==> src/rtl/twi_pw_pkg.sv <==
package twi_pw_pkg;

    typedef enum logic [2:0] {
        ST_IDLE,
        ST_DEV,
        ST_AHI,
        ST_ALO,
        ST_DATA,
        ST_ACK,
        ST_SKIP,
        ST_BUSY
    } pw_state_e;

    localparam int BYTE_W = 8;

endpackage

==> src/rtl/twi_bus_sync.sv <==
module twi_bus_sync #(
    parameter int STAGES = 2
) (
    input  logic clk,
    input  logic rst_n,
    input  logic scl_i,
    input  logic sda_i,
    output logic scl_s,
    output logic scl_rise,
    output logic scl_fall,
    output logic start_det,
    output logic stop_det
);

    logic [STAGES-1:0] scl_p, sda_p;
    logic              scl_q, sda_q, sda_s;

    always_ff @(posedge clk or negedge rst_n) begin
        if (!rst_n) begin
            scl_p <= '1;
            sda_p <= '1;
            scl_q <= 1'b1;
            sda_q <= 1'b1;
        end else begin
            scl_p <= {scl_p[STAGES-2:0], scl_i};
            sda_p <= {sda_p[STAGES-2:0], sda_i};
            scl_q <= scl_p[STAGES-1];
            sda_q <= sda_p[STAGES-1];
        end
    end

    assign scl_s     = scl_p[STAGES-1];
    assign sda_s     = sda_p[STAGES-1];
    assign scl_rise  = scl_s & ~scl_q;
    assign scl_fall  = ~scl_s & scl_q;
    assign start_det = scl_s & scl_q & sda_q & ~sda_s;
    assign stop_det  = scl_s & scl_q & ~sda_q & sda_s;

endmodule

==> src/rtl/twi_page_buf.sv <==
module twi_page_buf #(
    parameter int ADDR_W     = 8,
    parameter int PAGE_BYTES = 8
) (
    input  logic                                  clk,
    input  logic                                  rst_n,
    input  logic                                  clr,
    input  logic                                  ld_en,
    input  logic [$clog2(PAGE_BYTES)-1:0]         ld_off,
    input  logic [7:0]                            ld_data,
    input  logic                                  commit,
    input  logic [ADDR_W-$clog2(PAGE_BYTES)-1:0]  page_base,
    input  logic [ADDR_W-1:0]                     rd_addr,
    output logic [7:0]                            rd_data
);

    localparam int OFF_W = $clog2(PAGE_BYTES);
    localparam int DEPTH = 1 << ADDR_W;

    logic [7:0]            pbuf [PAGE_BYTES];
    logic [PAGE_BYTES-1:0] vld;
    logic [7:0]            mem  [DEPTH];

    for (genvar g = 0; g < PAGE_BYTES; g++) begin : g_slot
        always_ff @(posedge clk or negedge rst_n) begin
            if (!rst_n) begin
                pbuf[g] <= '0;
                vld[g]  <= 1'b0;
            end else if (clr) begin
                vld[g]  <= 1'b0;
            end else if (ld_en && ld_off == OFF_W'(g)) begin
                pbuf[g] <= ld_data;
                vld[g]  <= 1'b1;
            end
        end
    end

    always_ff @(posedge clk or negedge rst_n) begin
        if (!rst_n) begin
            for (int a = 0; a < DEPTH; a++) mem[a] <= '0;
        end else if (commit) begin
            for (int i = 0; i < PAGE_BYTES; i++) begin
                if (vld[i]) mem[{page_base, OFF_W'(i)}] <= pbuf[i];
            end
        end
    end

    assign rd_data = mem[rd_addr];

endmodule

==> src/rtl/twi_page_wr.sv <==
module twi_page_wr
    import twi_pw_pkg::*;
#(
    parameter logic [6:0] DEV_ADDR    = 7'h57,
    parameter int         ADDR_W      = 8,
    parameter int         PAGE_BYTES  = 8,
    parameter int         WR_CYCLES   = 500000,
    parameter int         SYNC_STAGES = 2
) (
    input  logic              clk,
    input  logic              rst_n,
    input  logic              scl_i,
    input  logic              sda_i,
    output logic              sda_drive_lo,
    input  logic [ADDR_W-1:0] rd_addr,
    output logic [7:0]        rd_data
);

    localparam int OFF_W  = $clog2(PAGE_BYTES);
    localparam int BASE_W = ADDR_W - OFF_W;
    localparam int CNT_W  = $clog2(WR_CYCLES + 1);

    logic scl_s, scl_rise, scl_fall, start_det, stop_det;

    pw_state_e          state, ret_state;
    logic [3:0]         bitcnt;
    logic [BYTE_W-1:0]  shreg, addr_hi;
    logic [BASE_W-1:0]  page_base;
    logic [OFF_W-1:0]   offset;
    logic               have_data, ack_is_data;
    logic [CNT_W-1:0]   wcnt;
    logic [15:0]        word_addr;

    logic rx_state, byte_done, dev_match, ack_go, ack_end;
    logic ld_en, clr, stop_ok, commit, busy;

    twi_bus_sync #(.STAGES(SYNC_STAGES)) u_sync (
        .clk       (clk),
        .rst_n     (rst_n),
        .scl_i     (scl_i),
        .sda_i     (sda_i),
        .scl_s     (scl_s),
        .scl_rise  (scl_rise),
        .scl_fall  (scl_fall),
        .start_det (start_det),
        .stop_det  (stop_det)
    );

    always_comb begin
        rx_state  = state inside {ST_DEV, ST_AHI, ST_ALO, ST_DATA};
        byte_done = rx_state && scl_fall && bitcnt == 4'd8;
        dev_match = shreg == {DEV_ADDR, 1'b0};
        ack_go    = byte_done && (state != ST_DEV || dev_match);
        ack_end   = state == ST_ACK && scl_fall;
        ld_en     = ack_end && ack_is_data;
        clr       = byte_done && state == ST_ALO;
        stop_ok   = state == ST_DATA && have_data && bitcnt <= 4'd1;
        commit    = stop_det && !start_det && stop_ok;
        busy      = state == ST_BUSY;
        word_addr = {addr_hi, shreg};
    end

    // State register and datapath
    always_ff @(posedge clk or negedge rst_n) begin
        if (!rst_n) begin
            state       <= ST_IDLE;
            ret_state   <= ST_IDLE;
            bitcnt      <= '0;
            shreg       <= '0;
            addr_hi     <= '0;
            page_base   <= '0;
            offset      <= '0;
            have_data   <= 1'b0;
            ack_is_data <= 1'b0;
            wcnt        <= '0;
        end else begin
            unique case (state)
                ST_BUSY: begin
                    if (wcnt == CNT_W'(WR_CYCLES - 1)) begin
                        state <= ST_IDLE;
                        wcnt  <= '0;
                    end else begin
                        wcnt  <= wcnt + 1'b1;
                    end
                end
                default: begin
                    if (start_det) begin
                        state     <= ST_DEV;
                        bitcnt    <= '0;
                        have_data <= 1'b0;
                    end else if (stop_det) begin
                        state     <= commit ? ST_BUSY : ST_IDLE;
                        wcnt      <= '0;
                        have_data <= 1'b0;
                    end else if (ack_end) begin
                        state  <= ret_state;
                        bitcnt <= '0;
                        if (ack_is_data) begin
                            have_data <= 1'b1;
                            offset    <= offset + 1'b1;
                        end
                    end else if (byte_done) begin
                        state       <= ack_go ? ST_ACK : ST_SKIP;
                        ack_is_data <= state == ST_DATA;
                        if (state == ST_DEV) begin
                            ret_state <= ST_AHI;
                        end else if (state == ST_AHI) begin
                            ret_state <= ST_ALO;
                            addr_hi   <= shreg;
                        end else begin
                            ret_state <= ST_DATA;
                            if (state == ST_ALO)
                                {page_base, offset} <= word_addr[ADDR_W-1:0];
                        end
                    end else if (rx_state && scl_rise && bitcnt < 4'd8) begin
                        shreg  <= {shreg[6:0], sda_i};
                        bitcnt <= bitcnt + 1'b1;
                    end
                end
            endcase
        end
    end

    // Output register: acknowledge drive
    always_ff @(posedge clk or negedge rst_n) begin
        if (!rst_n)
            sda_drive_lo <= 1'b0;
        else if (busy || start_det || stop_det || ack_end)
            sda_drive_lo <= 1'b0;
        else if (ack_go)
            sda_drive_lo <= 1'b1;
    end

    twi_page_buf #(.ADDR_W(ADDR_W), .PAGE_BYTES(PAGE_BYTES)) u_buf (
        .clk       (clk),
        .rst_n     (rst_n),
        .clr       (clr),
        .ld_en     (ld_en),
        .ld_off    (offset),
        .ld_data   (shreg),
        .commit    (commit),
        .page_base (page_base),
        .rd_addr   (rd_addr),
        .rd_data   (rd_data)
    );

endmodule

==> config.mk <==
export PLATFORM = sky130hd
export DESIGN_NAME = twi_page_wr
export DESIGN_NICKNAME = d
export VERILOG_FILES = /design/src/rtl/twi_pw_pkg.sv /design/src/rtl/twi_bus_sync.sv /design/src/rtl/twi_page_buf.sv /design/src/rtl/twi_page_wr.sv
export SDC_FILE = /design/constraint.sdc
export NUM_CORES = 2
export LEC_CHECK = 0
export BUFFER_PORTS_ARGS = -buffer_cell sky130_fd_sc_hd__buf_2
export CORE_MARGIN = 3
export CORE_UTILIZATION = 44
export DETAILED_ROUTE_END_ITERATION = 12
export PLACE_DENSITY = 0.65
export SETUP_SLACK_MARGIN = 0.02
export SLEW_MARGIN = 20
export SYNTH_ARGS = -nofsm -noshare
export SYNTH_HDL_FRONTEND = slang
export SYNTH_HIERARCHICAL = 1
export SYNTH_SLANG_ARGS = --single-unit
==> constraint.sdc <==
create_clock -name clk -period 2.96 [get_ports clk]
set_input_delay 0.444 -clock clk [delete_from_list [all_inputs] [get_ports clk]]
set_output_delay 0.444 -clock clk [all_outputs]
set_load 0.03 [all_outputs]
==> impl_metrics.env <==
export IMPL_cp_required_ps=2520
export IMPL_initial_core_util_pct=44.4
export IMPL_synth_cells=6391
export IMPL_ant_nets=0
export IMPL_crit_cells=9
export IMPL_stdcell_count=10300
export IMPL_clock_latency_ps=890
export IMPL_cpPeakStageDelay_ps=550
export IMPL_finalCriticalPeriod_ps=3940
export IMPL_viasPerCell=6.36
export IMPL_drv_slew=0
export IMPL_gp_congestion=0.970
export IMPL_ir_drop_uv=609
export IMPL_crit_chain="mux4_2 -> mux4_2 -> inv_4 -> o22ai_4 -> nor3_4 -> buf_6 -> a31oi_2 -> and3_4 -> buf_6"
export IMPL_utilization_pct=53.0
export IMPL_syn_to_final_growth_pct=19.5
export IMPL_place_inst=9863
export IMPL_drc=0
export IMPL_r2r_start="page_base[1]"
export IMPL_finClkSkew_ps=60.1
export IMPL_fin_area_mm2=0.118
export IMPL_drt_initial_drc_count=7807
export IMPL_maxCapViolations=0
export IMPL_ys_async_sr_fraction_pct=100
export IMPL_max_slew_margin_pct=17.2
export IMPL_drive_above_1_share_pct=56.5
export IMPL_ios=21
export IMPL_path_class="flip-flop to primary output"
export IMPL_fmax_ghz=0.254
export IMPL_placed_area_mm2=0.109
export IMPL_numCtsBuffers=229
export IMPL_die_h_um=480
export IMPL_synth_top_area_share_pct=54.9
export IMPL_endpoint_kind="primary output"
export IMPL_rows=173
export IMPL_seq_area_frac_synth_pct=55.1
export IMPL_synth_nets=6409
export IMPL_grt_antenna_before_repair=55
export IMPL_hpwlAfterDp_um=236000
export IMPL_grt_pass1_vias=67500
export IMPL_ys_ff_latch=2174
export IMPL_setup_ws_ps=-983
export IMPL_hold_viol=0
export IMPL_yosys_area_top_type="dfrtp_1"
export IMPL_syn_cell_area_mm2=0.0988
export IMPL_crit_fanout=2
export IMPL_clock_sinks=2174
export IMPL_rsz0062_at_grt="true"
export IMPL_cts_tree="built"
export IMPL_tightest_slew_ps=1240
export IMPL_outcome="complete, but fails checks"
export IMPL_r2r_end="u_buf/mem[1911]"
export IMPL_port_buffers=20
export IMPL_min_path_type="primary input to async pin"
export IMPL_crit_buf_inv=3
export IMPL_hold_ws_ps=97.4
export IMPL_cts_buffer_depth=3
export IMPL_root_buffer="clkbuf_16"
export IMPL_die_w_um=480
export IMPL_grt_pass1_wl_um=509000
export IMPL_crit_arrival_ps=3500
export IMPL_violations="negative setup slack"
export IMPL_drtPass1Iterations=6
export IMPL_avgRoutedWirePerCell_um=34.7
export IMPL_synthDistinctLibCells=78
export IMPL_synth_main_ff_cell="dfrtp_1"
export IMPL_rr_worst_depth=4
export IMPL_grt_max_degree=158
export IMPL_cp_start_kind="flip-flop"
export IMPL_die_area_mm2=0.230
export IMPL_overflow=0
export IMPL_core_area_mm2=0.223
export IMPL_grt_usage_pct=31.0
export IMPL_finalSetupViolations=8
export IMPL_syn_avg_cell_area_um2=15.5
export IMPL_vias=65600
export IMPL_h_tree_depth=4
export IMPL_netlist_top_cells_count="2168 x dfrtp_1, 2139 x mux2_2, 472 x mux4_2"
export IMPL_power_leakage_nw=56.5
export IMPL_fin_nets=7140
export IMPL_critPathSlowestCell="mux4_2"
export IMPL_fin_crit_sh_pct=133
export IMPL_cpLargestDelayFamily="multiplexers"
export IMPL_yosys_warnings=6
export IMPL_synth_most_common_cell="dfrtp_1"
export IMPL_ff2ff_setup_slack_ps=80
export IMPL_synth_edf_count=0
export IMPL_post_place_ws_ps=-1430
export IMPL_clkTransAtPathRegs_ps=60
export IMPL_p_per_area_mw_per_mm2=538
export IMPL_synth_area_top_cells="dfrtp_1 55%, mux2_2 24%, mux4_2 11%, mux2i_1 1.5%, clkbuf_1 1.1%"
export IMPL_routed_wirelength_um=357000
-- per-stage QoR --
| step | setup TNS, ps | power (W) |
|---|---|---|
| 3_5_place_dp | -15610 | 0.0336 |
| 6_report | -6780 | 0.0636 |
| 2_1_floorplan | -38470 | 0.0318 |
| 3_3_place_gp | -13790 | 0.0335 |
| 4_1_cts | -7080 | 0.0639 |
| 5_1_grt | -7010 | 0.0653 |
-- what timing repair did --
item / in CTS / in global routing
buffers inserted: 3 / 1
gates resized for setup: 88 / 34
endpoints found under the hold margin: 517 / 0
endpoints found under the setup margin: 105 / 1879
cloned: 0 / 1
hold buffers: 3 / 0
pin swaps: 23 / 13
-- power breakdown --
| part | switching (W) | internal [W] |
|---|---|---|
| combinational | 0.00190 | 0.00113 |
| sequential | 0.000265 | 0.0298 |
| clock | 0.0124 | 0.0181 |
-- cells by family after synthesis --
kind of cell	synth area share, %
AO/OA/AOI/OAI	2.78
flip-flops	55.1
multiplexers	36.9
adder cells (fa/ha/maj)	0.0760
AND/OR/NAND/NOR	2.81
buffers and inverters	2.37
-- worst max path at each step --
stage               startpoint         endpoint  slack (ps)
2_1_floorplan  u_sync/sda_p[1]  u_buf/mem[1544]         -40
3_3_place_gp        rd_addr[0]       rd_data[2]       -1480
3_5_place_dp        rd_addr[0]       rd_data[2]       -1430
4_1_cts        u_buf/mem[1123]       rd_data[3]        -960
5_1_grt        u_buf/mem[1123]       rd_data[3]       -1000
6_report       u_buf/mem[1123]       rd_data[3]        -980
-- sequential cells by signal, indices dropped and copies added (netlist names), 4 cells and up --
signal	flops
page_base	5
bitcnt	4
shreg	8
wcnt	19
u_buf/pbuf	64
u_buf/mem	2048
u_buf/vld	8
-- cell type report --
cell class	count	area, µm²
clock inverters	70	1130
flip-flops and latches	2174	54500
fillers	18000	105000
repair buffers	936	9120
multi-input cells	3754	42600
well taps	2975	3720
clock buffers	353	6880
inverters	27	116
diodes	24	60.1
-- placed cells by master, fill, tap and decap left out, drive strengths merged, types with 11 or more instances in the layout --
cell / count
bufinv: 24
o21ai: 53
nand2: 201
diode: 24
clkbuf: 354
nand3: 29
nor2: 211
inv: 36
o22ai: 38
mux2: 2141
a21oi: 62
a22o: 19
nand2b: 11
nand4: 12
a211oi: 14
mux4: 482
clkinv: 31
a22oi: 66
and2: 12
o221ai: 43
nor2b: 12
and3: 19
buf: 932
mux2i: 146
nor3: 35
dfrtp: 2168
a31oi: 19
a221oi: 24
-- metal layers --
metal	GRT usage, %	share of wire [%]	routed length, µm
met1	42.6	39	141000
met2	46.2	44	159000
met3	7.80	11	39100
met4	14.7	5.2	18500
met5	0	0.013	46
No activity file was read; power rests on OpenSTA's default activity.
